--- config.mk ---
export PLATFORM = sky130hd
export DESIGN_NAME = fp_store_fmt
export DESIGN_NICKNAME = d
export VERILOG_FILES = /design/src/rtl/fpst_pkg.sv /design/src/rtl/fpst_agen.sv /design/src/rtl/fpst_narrow.sv /design/src/rtl/fp_store_fmt.sv
export SDC_FILE = /design/constraint.sdc
export NUM_CORES = 1
export LEC_CHECK = 0
export ABC_AREA = 0
export CAP_MARGIN = 20
export CELL_PAD_IN_SITES_DETAIL_PLACEMENT = 1
export CELL_PAD_IN_SITES_GLOBAL_PLACEMENT = 1
export CORE_UTILIZATION = 30
export CTS_BUF_LIST = sky130_fd_sc_hd__clkbuf_2 sky130_fd_sc_hd__clkbuf_4 sky130_fd_sc_hd__clkbuf_8
export CTS_CLUSTER_SIZE = 40
export DETAILED_ROUTE_END_ITERATION = 6
export HOLD_SLACK_MARGIN = 0.1
export PLACE_DENSITY_LB_ADDON = 0.1
export RECOVER_POWER = 50
export SYNTH_ARGS = -nofsm -noshare
export SYNTH_HDL_FRONTEND = slang
export SYNTH_SLANG_ARGS = --single-unit
--- constraint.sdc ---
create_clock -name clk -period 9 [get_ports clk]
set_clock_uncertainty 0.2 [all_clocks]
set_input_delay 1.35 -clock clk [delete_from_list [all_inputs] [get_ports clk]]
set_output_delay 1.35 -clock clk [all_outputs]
set_load 0.005 [all_outputs]
--- src/rtl/fpst_pkg.sv ---
package fpst_pkg;
    parameter int XLEN   = 64;
    parameter int RIDX_W = 5;
    parameter int DISP_W = 16;
    parameter int NB_W   = 4;

    typedef enum logic [1:0] {
        KIND_SINGLE = 2'b00,
        KIND_DOUBLE = 2'b01,
        KIND_IWORD  = 2'b10,
        KIND_RSVD   = 2'b11
    } st_kind_e;

    typedef struct packed {
        logic              valid;
        logic              illegal;
        logic [XLEN-1:0]   addr;
        logic [NB_W-1:0]   nbytes;
        logic [XLEN-1:0]   data;
        logic              wb_en;
        logic [RIDX_W-1:0] wb_idx;
    } st_req_t;
endpackage

--- src/rtl/fpst_agen.sv ---
module fpst_agen #(
    parameter int XLEN   = 64,
    parameter int RIDX_W = 5,
    parameter int DISP_W = 16
) (
    input  logic [RIDX_W-1:0] ra_idx,
    input  logic [XLEN-1:0]   ra_val,
    input  logic [XLEN-1:0]   rb_val,
    input  logic [DISP_W-1:0] disp,
    input  logic              indexed,
    input  logic              update,
    output logic [XLEN-1:0]   addr
);
    localparam int EXT_W = XLEN - DISP_W;

    logic [XLEN-1:0] base_op;
    logic [XLEN-1:0] offs_op;

    always_comb begin
        // non-update forms read register 0 as the constant zero
        base_op = (!update && ra_idx == '0) ? '0 : ra_val;
        offs_op = indexed ? rb_val : {{EXT_W{disp[DISP_W-1]}}, disp};
        addr    = base_op + offs_op;
    end
endmodule

--- src/rtl/fpst_narrow.sv ---
module fpst_narrow #(
    parameter int XLEN = 64
) (
    input  logic [XLEN-1:0] dbl,
    output logic [31:0]     sgl
);
    localparam logic [10:0] EXP_MAX  = 11'h7FF;
    localparam logic [10:0] EXP_TINY = 11'd896;
    localparam logic [10:0] EXP_DEN  = 11'd897;

    logic [10:0] expo;
    logic [10:0] shamt;
    logic [23:0] mant;
    logic [23:0] shifted;
    logic [22:0] frac;

    always_comb begin
        expo    = dbl[62:52];
        shamt   = EXP_DEN - expo;
        mant    = {1'b1, dbl[51:29]};
        shifted = mant >> shamt[4:0];
        frac    = (shamt >= 11'd24) ? '0 : shifted[22:0];
        if (expo > EXP_TINY || expo == '0 || expo == EXP_MAX) begin
            sgl = {dbl[63:62], dbl[58:29]};
        end else begin
            sgl = {dbl[63], 8'h00, frac};
        end
    end
endmodule

--- src/rtl/fp_store_fmt.sv ---
module fp_store_fmt
    import fpst_pkg::*;
#(
    parameter int AW  = fpst_pkg::XLEN,
    parameter int RW  = fpst_pkg::RIDX_W,
    parameter int DW  = fpst_pkg::DISP_W
) (
    input  logic          clk,
    input  logic          rst_n,
    input  logic          in_valid,
    output logic          in_ready,
    input  logic [1:0]    in_kind,
    input  logic          in_indexed,
    input  logic          in_update,
    input  logic [RW-1:0] in_ra_idx,
    input  logic [AW-1:0] in_ra_val,
    input  logic [AW-1:0] in_rb_val,
    input  logic [DW-1:0] in_disp,
    input  logic [AW-1:0] in_src,
    output logic          mem_valid,
    input  logic          mem_ready,
    output logic [AW-1:0] mem_addr,
    output logic [3:0]    mem_nbytes,
    output logic [AW-1:0] mem_data,
    output logic          wb_valid,
    output logic [RW-1:0] wb_idx,
    output logic [AW-1:0] wb_data,
    output logic          err_illegal
);
    localparam int HALF = AW / 2;

    st_req_t  req_d, req_q;
    st_kind_e kind;
    logic [AW-1:0] ea;
    logic [31:0]   sgl_word;
    logic          bad_form;
    logic          take;

    fpst_agen #(.XLEN(AW), .RIDX_W(RW), .DISP_W(DW)) u_agen (
        .ra_idx  (in_ra_idx),
        .ra_val  (in_ra_val),
        .rb_val  (in_rb_val),
        .disp    (in_disp),
        .indexed (in_indexed),
        .update  (in_update),
        .addr    (ea)
    );

    fpst_narrow #(.XLEN(AW)) u_narrow (
        .dbl (in_src),
        .sgl (sgl_word)
    );

    always_comb begin
        kind     = st_kind_e'(in_kind);
        in_ready = !req_q.valid || req_q.illegal || mem_ready;
        take     = in_valid && in_ready;
        bad_form = (in_update && in_ra_idx == '0)
                 || (kind == KIND_RSVD)
                 || (kind == KIND_IWORD && (!in_indexed || in_update));

        req_d = req_q;
        if (take) begin
            req_d.valid   = 1'b1;
            req_d.illegal = bad_form;
            req_d.addr    = ea;
            req_d.wb_en   = in_update && !bad_form;
            req_d.wb_idx  = in_ra_idx;
            unique case (kind)
                KIND_DOUBLE: begin
                    req_d.nbytes = 4'd8;
                    req_d.data   = in_src;
                end
                KIND_IWORD: begin
                    req_d.nbytes = 4'd4;
                    req_d.data   = {{HALF{1'b0}}, in_src[HALF-1:0]};
                end
                default: begin
                    req_d.nbytes = 4'd4;
                    req_d.data   = {{(AW-32){1'b0}}, sgl_word};
                end
            endcase
        end else if (req_q.valid && (req_q.illegal || mem_ready)) begin
            req_d.valid = 1'b0;
        end
    end

    always_ff @(posedge clk) begin
        if (!rst_n) begin
            req_q <= '0;
        end else begin
            req_q <= req_d;
        end
    end

    always_comb begin
        mem_valid   = req_q.valid && !req_q.illegal;
        err_illegal = req_q.valid && req_q.illegal;
        mem_addr    = req_q.addr;
        mem_nbytes  = req_q.nbytes;
        mem_data    = req_q.data;
        wb_valid    = mem_valid && mem_ready && req_q.wb_en;
        wb_idx      = req_q.wb_idx;
        wb_data     = req_q.addr;
    end

    // a stalled request keeps every field
    p_hold_stall_r10: assert property (@(posedge clk) disable iff (!rst_n)
        mem_valid && !mem_ready |=> mem_valid && $stable(mem_addr)
            && $stable(mem_data) && $stable(mem_nbytes));

    // input side blocked only by a stalled request
    p_ready_stall_r10: assert property (@(posedge clk) disable iff (!rst_n)
        !in_ready |-> mem_valid && !mem_ready);

    // writeback only alongside an accepted write
    p_wb_accept_r4: assert property (@(posedge clk) disable iff (!rst_n)
        wb_valid |-> mem_valid && mem_ready && wb_data == mem_addr);

    // an illegal form never writes or updates, and lasts one cycle
    p_err_quiet_r9: assert property (@(posedge clk) disable iff (!rst_n)
        err_illegal |-> !mem_valid && !wb_valid);

    p_err_pulse_r9: assert property (@(posedge clk) disable iff (!rst_n)
        err_illegal && !in_valid |=> !err_illegal);

    // byte count is always one of the two sizes
    p_nbytes_r8: assert property (@(posedge clk) disable iff (!rst_n)
        mem_valid |-> mem_nbytes == 4'd4 || mem_nbytes == 4'd8);

    // a 4-byte write leaves the upper half clear
    p_upper_zero_r5: assert property (@(posedge clk) disable iff (!rst_n)
        mem_valid && mem_nbytes == 4'd4 |-> mem_data[AW-1:HALF] == '0);
endmodule

==> impl_metrics.toml <==
[outcome]
status = "finished with violations"
violations = "capacitance limit, slew limit"

[die]
die_y_um = 209
core_mm2 = 0.0421
fp-row-count = 75
die_w_um = 209
start_util = 0.305
dieArea_mm2 = 0.0437
pin_count = 426

[final_layout]
syn2layout_area_growth_pct = 26.8
fin_area_mm2 = 0.0163
fin_cells = 2521
n_fill_cell = 5254
num-nets-final = 2257
multi_input_area_mm2 = 0.00803
drive_above_1_share = 0.0455
ff_latch_area_mm2 = 0.00276

[place]
portBuffers = 423
gp_congestion = 0.882
place_area_mm2 = 0.0159
dpl.cell_count = 2486
dp_hpwl_um = 40400

[critical_path]
cp_max_fo = 64
crit_arrival_ns = 6.19
cp-start-kind = "input port"
cp-end-kind = "register"
crit_type = "input port to register"
crit_required_ns = 9.15

[logic_synthesis]
mappedNetlistArea_mm2 = 0.0129
netlist_instances = 1831
synth.mux.area_fraction = 0.0411
avgSynthCellArea_um2 = 7.02
yosys.area_share.simple = 0.260
synth_compound_area_frac = 0.217
synth_seq_cells = 138
ys_async_sr_fraction = 0
synth-adder-area-share = 0.0687
yosysWarnings = 0
synth_edf_count = 0
synth_ff_type = "dfxtp_1"
yosysSeqAreaShare = 0.215
synth_xor_area_frac = 0.0368
synth_top_family_by_area = "simple AND/OR/NAND/NOR gates"
synth_cell_types = 68

[clocking]
hold_buffers = 0
cts_resized = 0
cts_setup_buffers = 0
cts_buffers = 17
root_buffer = "clkbuf_8"
cts_buffer_depth = 2
clkLatencyLatePin_ns = 0.48
cts.sinks = 138
cts_tree = "built"
h-tree-depth = 4
path_clk_slew_ns = 0.09

[grt]
grt_max_degree = 88
use_met3 = 0.0337
grtUsageMet1 = 0.290
grt_overflow = 0
grt_pass1_vias = 13600
antenna_found_initial = 7
grt_busiest_layer = "met2"
grt_util_all_layers = 0.233
grt_pass1_wl_um = 79300
grtUsageMet2 = 0.411

[timing]
fmax_mhz = 166
hold_violations = 0
min_period_ns = 6.04
hold_slack_ns = 0.249
min_period_over_period = 0.671
tns_ns = 0
timing.final.max_slew_violations = 41
rsz0062_at_grt = "false"
slew_headroom = -0.487
worstMarginPinSlew_ns = 2.23
setup_viol_count_final = 0

[pwr]
peakVddDrop_uv = 78.8
pwr_density_cell_mw_per_mm2 = 133
power.total_mw = 2.17
power.leakage_nw = 6.82

[route]
via_per_inst = 5.22
wire_per_inst_um = 20.6
drtIter0Drc = 773
vias = 13200
dr.pass1.iters = 4
drc = 0
antenna_left = 0
routed_wl_um = 51900

[min_path]
hold_path.class = "register to register"

[job]
max_cap_violations = 1
==> power by group <==
part	switching, mW	total (mW)	internal, mW
sequential	0.0464	0.710	0.664
combinational	0.495	0.935	0.440
clock	0.287	0.521	0.234
total	0.828	2.17	1.34
==> cell families after synthesis <==
kind of cell | Yosys count
AOI/OAI and AO/OA | 455
xor gates and xnor gates | 54
adders and majority gates | 70
buffers and inverters | 349
DFF | 138
muxes | 42
other | 1
and+or+nand+nor | 722
==> path summary, 6_finish.rpt <==
| kind | startpoint | slack, ns | depth (start not counted) | end |
|---|---|---|---|---|
| min | mem_data[43] | 0.25 | 2 | mem_data[43] |
| max reg2reg | req_q[138] | 5.87 | 8 | req_q[5] |
| max | in_ra_idx[0] | 2.96 | 17 | mem_addr[52] |
| min reg2reg | mem_data[43] | 0.25 | 2 | mem_data[43] |
==> per-stage QoR <==
stage	util	worst slack, ns
after floorplan	-	3.34
after global placement	0.378	2.57
after detailed placement	0.378	2.46
after CTS	0.386	2.98
after global routing	0.387	2.61
final	0.387	2.96
==> synth_stat cells (7+ instances only) <==
library cell | count | share of area
a211oi_1 | 24 | 0.014
a21oi_1 | 199 | 0.077
mux2i_1 | 19 | 0.015
xnor2_1 | 38 | 0.026
buf_4 | 202 | 0.12
buf_2 | 7 | 0.0027
ha_1 | 69 | 0.067
mux4_2 | 7 | 0.012
or3_1 | 11 | 0.0054
a21o_1 | 24 | 0.014
nand2b_1 | 11 | 0.0054
and2_1 | 14 | 0.0068
clkbuf_1 | 103 | 0.030
and3_1 | 20 | 0.0097
a221oi_1 | 30 | 0.020
xor2_1 | 16 | 0.011
nand2_1 | 330 | 0.096
nand4_1 | 21 | 0.010
o21ai_0 | 86 | 0.033
nor2b_1 | 78 | 0.038
mux2_2 | 16 | 0.014
o21bai_1 | 19 | 0.011
nand3_1 | 77 | 0.030
o211ai_1 | 9 | 0.0053
buf_1 | 11 | 0.0032
dfxtp_1 | 138 | 0.21
inv_1 | 26 | 0.0076
nor2_1 | 90 | 0.026
nor3_1 | 48 | 0.019
==> critical path: stages <==
cell and delay (ns):
clkdlybuf4s50_1 0.42, or4_1 0.60, nor3_2 0.13, buf_4 0.58
nor2b_1 0.11, ha_1 0.24, fa_1 0.41, a21o_1 0.22
a31o_2 0.28, nand3_1 0.20, o21ai_1 0.17, and3_1 0.24
o311ai_1 0.49, and2_1 0.31, o21ai_0 0.16, nand4b_1 0.14
o211ai_1 0.13
==> cell usage in the layout, fill, tap and decap left out, types with 25 or more instances in the layout <==
cell type	count
a21oi_1	199
a221oi_1	30
clkdlybuf4s50_1	252
dfxtp_1	138
dlygate4sd3_1	169
ha_1	69
inv_1	25
nand2_1	329
nand3_1	77
nor2_1	90
nor2b_1	78
nor3_1	47
o21ai_0	86
xnor2_1	38
==> registers in the layout (all words and copies together) (netlist names) <==
register	flops
mem_data	64
mem_addr	64
mem_nbytes	2
req_q	3
wb_idx	5
==> cell type report <==
type                            count  share of cell area
Inverter                           26             0.00614
Tap cell                          539              0.0414
Sequential cell                   138               0.170
Clock inverter                     12             0.00707
Antenna cell                        4            0.000614
Multi-Input combinational cell   1345               0.493
Clock buffer                       19              0.0161
Timing Repair Buffer              438               0.266
==> per-layer routing <==
| layer | vias up | part of all wire |
|---|---|---|
| li1 | 6440 | - |
| met1 | 6364 | 0.44 |
| met2 | 290 | 0.50 |
| met3 | 59 | 0.036 |
| met4 | 6 | 0.023 |
| met5 | - | 0.00066 |
Power figures use the tool's default switching activity.
